$ cat src/rtl/crcw_pkg.sv
package crcw_pkg;

  localparam int ADDR_W = 15;
  localparam logic [7:0] CRC_POLY = 8'h07;

  typedef struct packed {
    logic ldHi;
    logic ldLo;
    logic ldCnt;
    logic ldData;
    logic crcInit;   // restart both accumulators with the current byte in the full one
    logic crcStep;   // fold current byte into both accumulators
    logic payClr;    // restart the payload accumulator
    logic bufWr;
    logic idxClr;
    logic singleWr;
    logic drainClr;
    logic drainWr;
  } crcwStrobes_t;

  function automatic logic [7:0] crc8Step(input logic [7:0] crcIn, input logic [7:0] din);
    logic [7:0] c;
    logic fb;
    c = crcIn;
    for (int b = 7; b >= 0; b--) begin
      fb = c[7] ^ din[b];
      c  = {c[6:0], 1'b0} ^ (fb ? CRC_POLY : 8'h00);
    end
    return c;
  endfunction

endpackage

$ cat src/rtl/crcw_datapath.sv
module crcw_datapath
  import crcw_pkg::*;
#(
  parameter int DEPTH = 32
) (
  input  logic              clk,
  input  logic              rstN,
  input  crcwStrobes_t      st,
  input  logic [7:0]        byteData,
  output logic [7:0]        crcFull,
  output logic [7:0]        crcPay,
  output logic              blkFlag,
  output logic              cntZero,
  output logic              cntOver,
  output logic              lastData,
  output logic              drainLast,
  output logic              memWe,
  output logic [ADDR_W-1:0] memAddr,
  output logic [7:0]        memData
);

  localparam int IDX_W = $clog2(DEPTH);
  localparam logic [7:0] DEPTH8 = 8'(DEPTH);

  logic [7:0] hiReg, loReg, cnt, dataReg, idx, drainIdx;
  logic [7:0] stage [DEPTH];
  logic [ADDR_W-1:0] baseAddr, offset;

  assign baseAddr  = {hiReg[6:0], loReg};
  assign offset    = st.drainWr ? ADDR_W'(drainIdx) : '0;
  assign blkFlag   = hiReg[7];
  assign cntZero   = (cnt == 8'd0);
  assign cntOver   = (cnt > DEPTH8);
  assign lastData  = (idx == cnt - 8'd1);
  assign drainLast = (drainIdx == cnt - 8'd1);

  always_ff @(posedge clk or negedge rstN) begin
    if (!rstN) begin
      hiReg    <= '0;
      loReg    <= '0;
      cnt      <= '0;
      dataReg  <= '0;
      idx      <= '0;
      drainIdx <= '0;
      crcFull  <= '0;
      crcPay   <= '0;
      memWe    <= 1'b0;
      memAddr  <= '0;
      memData  <= '0;
    end else begin
      if (st.ldHi)   hiReg   <= byteData;
      if (st.ldLo)   loReg   <= byteData;
      if (st.ldCnt)  cnt     <= byteData;
      if (st.ldData) dataReg <= byteData;

      if (st.crcInit) begin
        crcFull <= crc8Step(8'h00, byteData);
        crcPay  <= 8'h00;
      end else if (st.payClr) begin
        crcPay  <= 8'h00;
      end else if (st.crcStep) begin
        crcFull <= crc8Step(crcFull, byteData);
        crcPay  <= crc8Step(crcPay, byteData);
      end

      if (st.idxClr)     idx <= '0;
      else if (st.bufWr) idx <= idx + 8'd1;

      if (st.drainClr)     drainIdx <= '0;
      else if (st.drainWr) drainIdx <= drainIdx + 8'd1;

      memWe <= st.singleWr | st.drainWr;
      if (st.singleWr | st.drainWr) begin
        memAddr <= baseAddr + offset;
        memData <= st.drainWr ? stage[drainIdx[IDX_W-1:0]] : dataReg;
      end
    end
  end

  always_ff @(posedge clk) begin
    if (st.bufWr && idx < DEPTH8) stage[idx[IDX_W-1:0]] <= byteData;
  end

  // staging writes never run past the buffer on an in-range count
  p_buf_bound_r11: assert property (@(posedge clk) disable iff (!rstN)
    (st.bufWr && !cntOver) |-> (idx < DEPTH8));

  // drain never reads beyond the received count
  p_drain_range_r6: assert property (@(posedge clk) disable iff (!rstN)
    st.drainWr |-> (drainIdx < cnt));

  // drain walks consecutive addresses
  p_drain_step_r6: assert property (@(posedge clk) disable iff (!rstN)
    (st.drainWr && $past(st.drainWr)) |-> (drainIdx == $past(drainIdx) + 8'd1));

endmodule

$ cat src/rtl/crcw_ctrl.sv
module crcw_ctrl
  import crcw_pkg::*;
(
  input  logic         clk,
  input  logic         rstN,
  input  logic         startStb,
  input  logic         stopStb,
  input  logic         byteValid,
  input  logic [7:0]   byteData,
  input  logic         irqClr,
  input  logic [7:0]   crcFull,
  input  logic [7:0]   crcPay,
  input  logic         blkFlag,
  input  logic         cntZero,
  input  logic         cntOver,
  input  logic         lastData,
  input  logic         drainLast,
  output crcwStrobes_t st,
  output logic         crcIrq
);

  typedef enum logic [3:0] {
    S_IDLE, S_CTRL, S_HI, S_LO, S_SDAT, S_SCRC,
    S_BCNT, S_BHCRC, S_BDAT, S_BPCRC, S_BRDY, S_COMMIT
  } phase_e;

  phase_e state, nextState;
  logic hdrBad, setIrq, hdrFail;

  always_comb begin
    st        = '0;
    nextState = state;
    setIrq    = 1'b0;
    hdrFail   = 1'b0;
    if (state == S_COMMIT) begin
      st.drainWr = 1'b1;
      if (drainLast) nextState = S_IDLE;
    end else if (startStb) begin
      nextState = S_CTRL;
    end else if (stopStb) begin
      nextState = S_IDLE;
      if (state == S_BRDY && !cntZero) begin
        nextState   = S_COMMIT;
        st.drainClr = 1'b1;
      end
    end else if (byteValid) begin
      case (state)
        S_CTRL: begin
          if (byteData[7:4] == 4'hA && !byteData[0]) begin
            st.crcInit = 1'b1;
            nextState  = S_HI;
          end else begin
            nextState  = S_IDLE;
          end
        end
        S_HI: begin
          st.ldHi = 1'b1; st.crcStep = 1'b1; nextState = S_LO;
        end
        S_LO: begin
          st.ldLo = 1'b1; st.crcStep = 1'b1;
          nextState = blkFlag ? S_BCNT : S_SDAT;
        end
        S_SDAT: begin
          st.ldData = 1'b1; st.crcStep = 1'b1; nextState = S_SCRC;
        end
        S_SCRC: begin
          if (byteData == crcFull) st.singleWr = 1'b1;
          else                     setIrq      = 1'b1;
          nextState = S_IDLE;
        end
        S_BCNT: begin
          st.ldCnt = 1'b1; st.crcStep = 1'b1; nextState = S_BHCRC;
        end
        S_BHCRC: begin
          st.payClr = 1'b1; st.idxClr = 1'b1;
          hdrFail   = (byteData != crcPay);
          setIrq    = hdrFail;
          nextState = cntZero ? S_BPCRC : S_BDAT;
        end
        S_BDAT: begin
          st.bufWr = 1'b1; st.crcStep = 1'b1;
          if (lastData) nextState = S_BPCRC;
        end
        S_BPCRC: begin
          if (byteData != crcPay) begin
            setIrq    = 1'b1;
            nextState = S_IDLE;
          end else begin
            nextState = (hdrBad || cntOver) ? S_IDLE : S_BRDY;
          end
        end
        S_BRDY:  nextState = S_IDLE;
        default: nextState = state;
      endcase
    end
  end

  always_ff @(posedge clk or negedge rstN) begin
    if (!rstN) begin
      state  <= S_IDLE;
      hdrBad <= 1'b0;
      crcIrq <= 1'b0;
    end else begin
      state <= nextState;
      if (st.crcInit)    hdrBad <= 1'b0;
      else if (hdrFail)  hdrBad <= 1'b1;
      if (setIrq)        crcIrq <= 1'b1;
      else if (irqClr)   crcIrq <= 1'b0;
    end
  end

  // interrupt holds until cleared
  p_irq_hold_r10: assert property (@(posedge clk) disable iff (!rstN)
    (crcIrq && !irqClr) |=> crcIrq);

  // a drain only begins on a stop
  p_commit_on_stop_r6: assert property (@(posedge clk) disable iff (!rstN)
    (state == S_COMMIT && $past(state) != S_COMMIT) |-> $past(stopStb));

  // a frame with a failed header never drains
  p_no_commit_hdrbad_r7: assert property (@(posedge clk) disable iff (!rstN)
    (state == S_COMMIT) |-> !hdrBad);

  // a mismatching single CRC never raises a write strobe
  p_single_gate_r5: assert property (@(posedge clk) disable iff (!rstN)
    st.singleWr |-> !setIrq);

endmodule

$ cat src/rtl/crcw_top.sv
module crcw_top
  import crcw_pkg::*;
#(
  parameter int DEPTH = 32
) (
  input  logic              clk,
  input  logic              rstN,
  input  logic              startStb,
  input  logic              stopStb,
  input  logic              byteValid,
  input  logic [7:0]        byteData,
  input  logic              irqClr,
  output logic              memWe,
  output logic [ADDR_W-1:0] memAddr,
  output logic [7:0]        memData,
  output logic              crcIrq
);

  crcwStrobes_t st;
  logic [7:0] crcFull, crcPay;
  logic blkFlag, cntZero, cntOver, lastData, drainLast;

  crcw_ctrl u_ctrl (
    .clk(clk), .rstN(rstN), .startStb(startStb), .stopStb(stopStb),
    .byteValid(byteValid), .byteData(byteData), .irqClr(irqClr),
    .crcFull(crcFull), .crcPay(crcPay), .blkFlag(blkFlag),
    .cntZero(cntZero), .cntOver(cntOver), .lastData(lastData),
    .drainLast(drainLast), .st(st), .crcIrq(crcIrq)
  );

  crcw_datapath #(.DEPTH(DEPTH)) u_dp (
    .clk(clk), .rstN(rstN), .st(st), .byteData(byteData),
    .crcFull(crcFull), .crcPay(crcPay), .blkFlag(blkFlag),
    .cntZero(cntZero), .cntOver(cntOver), .lastData(lastData),
    .drainLast(drainLast), .memWe(memWe), .memAddr(memAddr), .memData(memData)
  );

endmodule

$ cat config.mk
export PLATFORM = sky130hd
export DESIGN_NAME = crcw_top
export DESIGN_NICKNAME = d
export VERILOG_FILES = /design/src/rtl/crcw_pkg.sv /design/src/rtl/crcw_datapath.sv /design/src/rtl/crcw_ctrl.sv /design/src/rtl/crcw_top.sv
export SDC_FILE = /design/constraint.sdc
export NUM_CORES = 1
export LEC_CHECK = 0
export CORE_ASPECT_RATIO = 1.1
export CORE_UTILIZATION = 62
export DETAILED_ROUTE_END_ITERATION = 10
export PLACE_DENSITY = 0.87
export SLEW_MARGIN = 10
export SYNTH_ARGS = -nofsm -noshare
export SYNTH_HDL_FRONTEND = slang
export SYNTH_SLANG_ARGS = --single-unit
$ cat constraint.sdc
create_clock -name clk -period 4 [get_ports clk]
set_input_delay 0.8 -clock clk [delete_from_list [all_inputs] [get_ports clk]]
set_output_delay 0.8 -clock clk [all_outputs]
set_load 0.02 [all_outputs]
==> summary.txt <==
Post-Syn Area -> 0.0158 mm^2
wire length per cell -> 28.2 um
Synth area leaders -> edfxtp_1 (49%), dfrtp_1 (15%), mux4_2 (11%)
final hold vios -> 0
Worst EP required -> 4.44 ns
RSZ-0062 raised after global routing -> no
CP Max Fanout -> 20
Synth Flop Type -> edfxtp_1
R2R Path Start -> u_ctrl.state[1]$_DFFE_PN0P_
total negative setup slack -> 0 ns
die span in x -> 154 um
Reg2Reg Depth -> 10
Mapped Cells -> 1039
Post-synth ARST share -> 26.9%
# DRC -> 0
Via density -> 6.89
Reg clk slew, reported paths -> 0.06 ns
drt first pass iters -> 6
min Tclk post-route -> 3.31 ns
r2r setup slk -> 0.69 ns
Synth area leader -> edfxtp_1
I/O pin cnt -> 39
worst hold path class -> in -> async
HPWL after DPL -> 24.6 mm
Worst-Margin Slew -> 0.852 ns
Cell Area, Placed -> 0.0167 mm^2
layout cells sized above 1 -> 20.1%
pin count of the biggest net entering global routing -> 55
number of diodes -> 0
Longest Clk Path Bufs -> 3
r2r endpoint -> u_dp.memAddr[11]$_DFFE_PN0P_
NumNets Final -> 1144
die area -> 0.0262 mm^2
Synth Warn # -> 0
sequential element share of the synthesized area -> 63.4%
Setup WS pre-CTS -> 0.254 ns
top post-synthesis cells by count -> edfxtp_1 (256), dfrtp_1 (94), nor2_1 (86)
status -> complete, no violations
Initial DRC Count -> 1292
WL final -> 40.6 mm
f_max -> 302 MHz
Antenna Nets Post-Route -> 0
post-CTS setup buffer count -> 0
clk root buf -> clkbuf_16
Cell Pwr Density -> 518 mW/mm^2
post_cts resized -> 0
fin util -> 72.1%
core area -> 0.0248 mm^2
Layout Skew -> 0.0225 ns
Initial Util -> 63.9%
Sink Count -> 350
Slowest-stage cell, CP -> dfrtp_1
GR Overflow Total -> 0
Slew Viols, Final -> 0
max FFs per register -> 256
H-tree levels -> 2
Yosys top cell area share -> 48.5%
cts-stage hold buffer count -> 0
final-report setup violation count -> 0
WP data arrival -> 3.75 ns
most used cell, CP -> a21oi_1
Avg Inst Size Synth -> 15.2 um^2
Final period util -> 82.7%
Layout area overhead -> 12.7%
P_leak -> 6.42 nW
first-pass GRT wire length -> 61.0 mm
via count -> 9937
TritonCTS clock tree -> yes
Port Buffer Count -> 38
maxcap violations -> 0
routability congestion estimate -> 0.894
Critical Path, Cell by Cell -> nand2_1 > nor2_1 > and2_1 > ha_1 > a21o_1 > a21oi_1 > o21ai_0 > a21oi_1 > or4_1 > a31oi_1
CP startpoint -> u_ctrl.state[1]$_DFFE_PN0P_
Max-slew headroom -> 43.0%
kind of critical path -> reg -> reg
endpoint class of the critical path -> register
Critical Path Max Stage Delay -> 0.70 ns
Tot GR Track Use -> 32.2%
cts bufs inserted -> 35
critical path capture point -> u_dp.memAddr[11]$_DFFE_PN0P_
Startpoint Class -> register
DIE HEIGHT -> 170 um
most common cell in the netlist -> edfxtp_1
initial antenna violation count -> 0
number of synthesized register bits -> 350
Rows -> 60
Unique masters post-synth -> 63
number of enable flip-flop cells after synthesis -> 256
cell area after layout -> 0.0179 mm^2
VDD IR-drop max -> 0.000498 V
Worst-Skew Late Latency -> 0.53 ns
Mapped Nets -> 1077
vias in the first global route -> 10100
Worst Setup Slack, final -> 0.692 ns
## layout by cell type, fill, tap and decap left out, types with 9 or more instances in the layout
cell type        instances
nand4_1                 10
xnor2_1                 56
nand3_1                 26
ha_1                    23
buf_4                   52
xor2_1                  24
nor2b_1                 14
mux2_2                  29
o31ai_1                 10
o21ai_0                 34
dfrtp_1                 92
mux4_2                  80
inv_1                   17
a21oi_1                 36
edfxtp_1               256
and3_1                  10
a211oi_1                12
and2_1                  14
clkdlybuf4s50_1         33
mux2i_1                  9
clkbuf_16               38
nor2_1                  86
nand2_1                 37
## worst max-delay path: cells and delay by family (launching register included)
kind                     cells  cell delay, ns
AO/OA/AOI/OAI                5            0.98
adder cells (fa/ha/maj)      1            0.22
flip-flops                   1            0.70
AND/OR/NAND/NOR              4            1.33
## how the worst min path moves through the flow
stage,start,end,slack (ns),depth (start not counted)
after floorplan,u_dp.dataReg[4]$_DFFE_PN0P_,u_dp.dataReg[4]$_DFFE_PN0P_,0.45,2
after global placement,u_dp.crcPay[6]$_DFFE_PN0P_,u_dp.crcPay[6]$_DFFE_PN0P_,0.47,1
after detailed placement,u_dp.crcPay[6]$_DFFE_PN0P_,u_dp.crcPay[6]$_DFFE_PN0P_,0.48,1
after CTS,rstN,u_dp.memData[7]$_DFFE_PN0P_,0.35,1
after global routing,rstN,u_dp.hiReg[2]$_DFFE_PN0P_,0.39,1
final,rstN,u_dp.hiReg[2]$_DFFE_PN0P_,0.33,1
## stage by stage
step / power [mW] / hold slack (ns) / instances
global placement: 5.95 / 0.472 / 1379
floorplan: 5.51 / 0.449 / 1039
finish: 9.25 / 0.330 / 1443
detailed placement: 6.02 / 0.480 / 1379
CTS: 9.25 / 0.347 / 1443
global route: 9.52 / 0.386 / 1443
## final cells by class
cell class	count	area, um^2
Clock buffer	50	1040
Clock inverter	14	114
Fill cell	1485	6920
Inverter	17	63.8
Multi-Input combinational cell	612	5450
Sequential cell	350	10000
Tap cell	310	388
Timing Repair Buffer	90	761
## metal layers
layer  up-vias  part of all wire (%)  track usage (%)
met5         -                     0                0
met4         0                   6.0             17.9
met3       169                   9.5             6.51
met2       715                    50             54.6
met1      4943                    34             39.0
li1       4110                     -                -
## where the power goes
group	leakage [nW]	internal (mW)	switching, mW
Clock	0.558	1.88	1.38
Sequential	3.46	4.04	0.232
Combinational	2.40	0.868	0.848
## cell families (layout without fill, tap and decap cells)
logic type	count (synthesis)	in the layout	share of synthesized area [%]
AO/OA/AOI/OAI	139	139	5.52
XOR/XNOR	84	84	5.00
adder cells (fa/ha/maj)	24	24	1.94
buffers and inverters	77	171	2.22
flip-flops	350	350	63.4
multiplexers	118	118	14.0
AND/OR/NAND/NOR	247	247	7.92
Note: power is estimated with default switching activity, not from simulation.
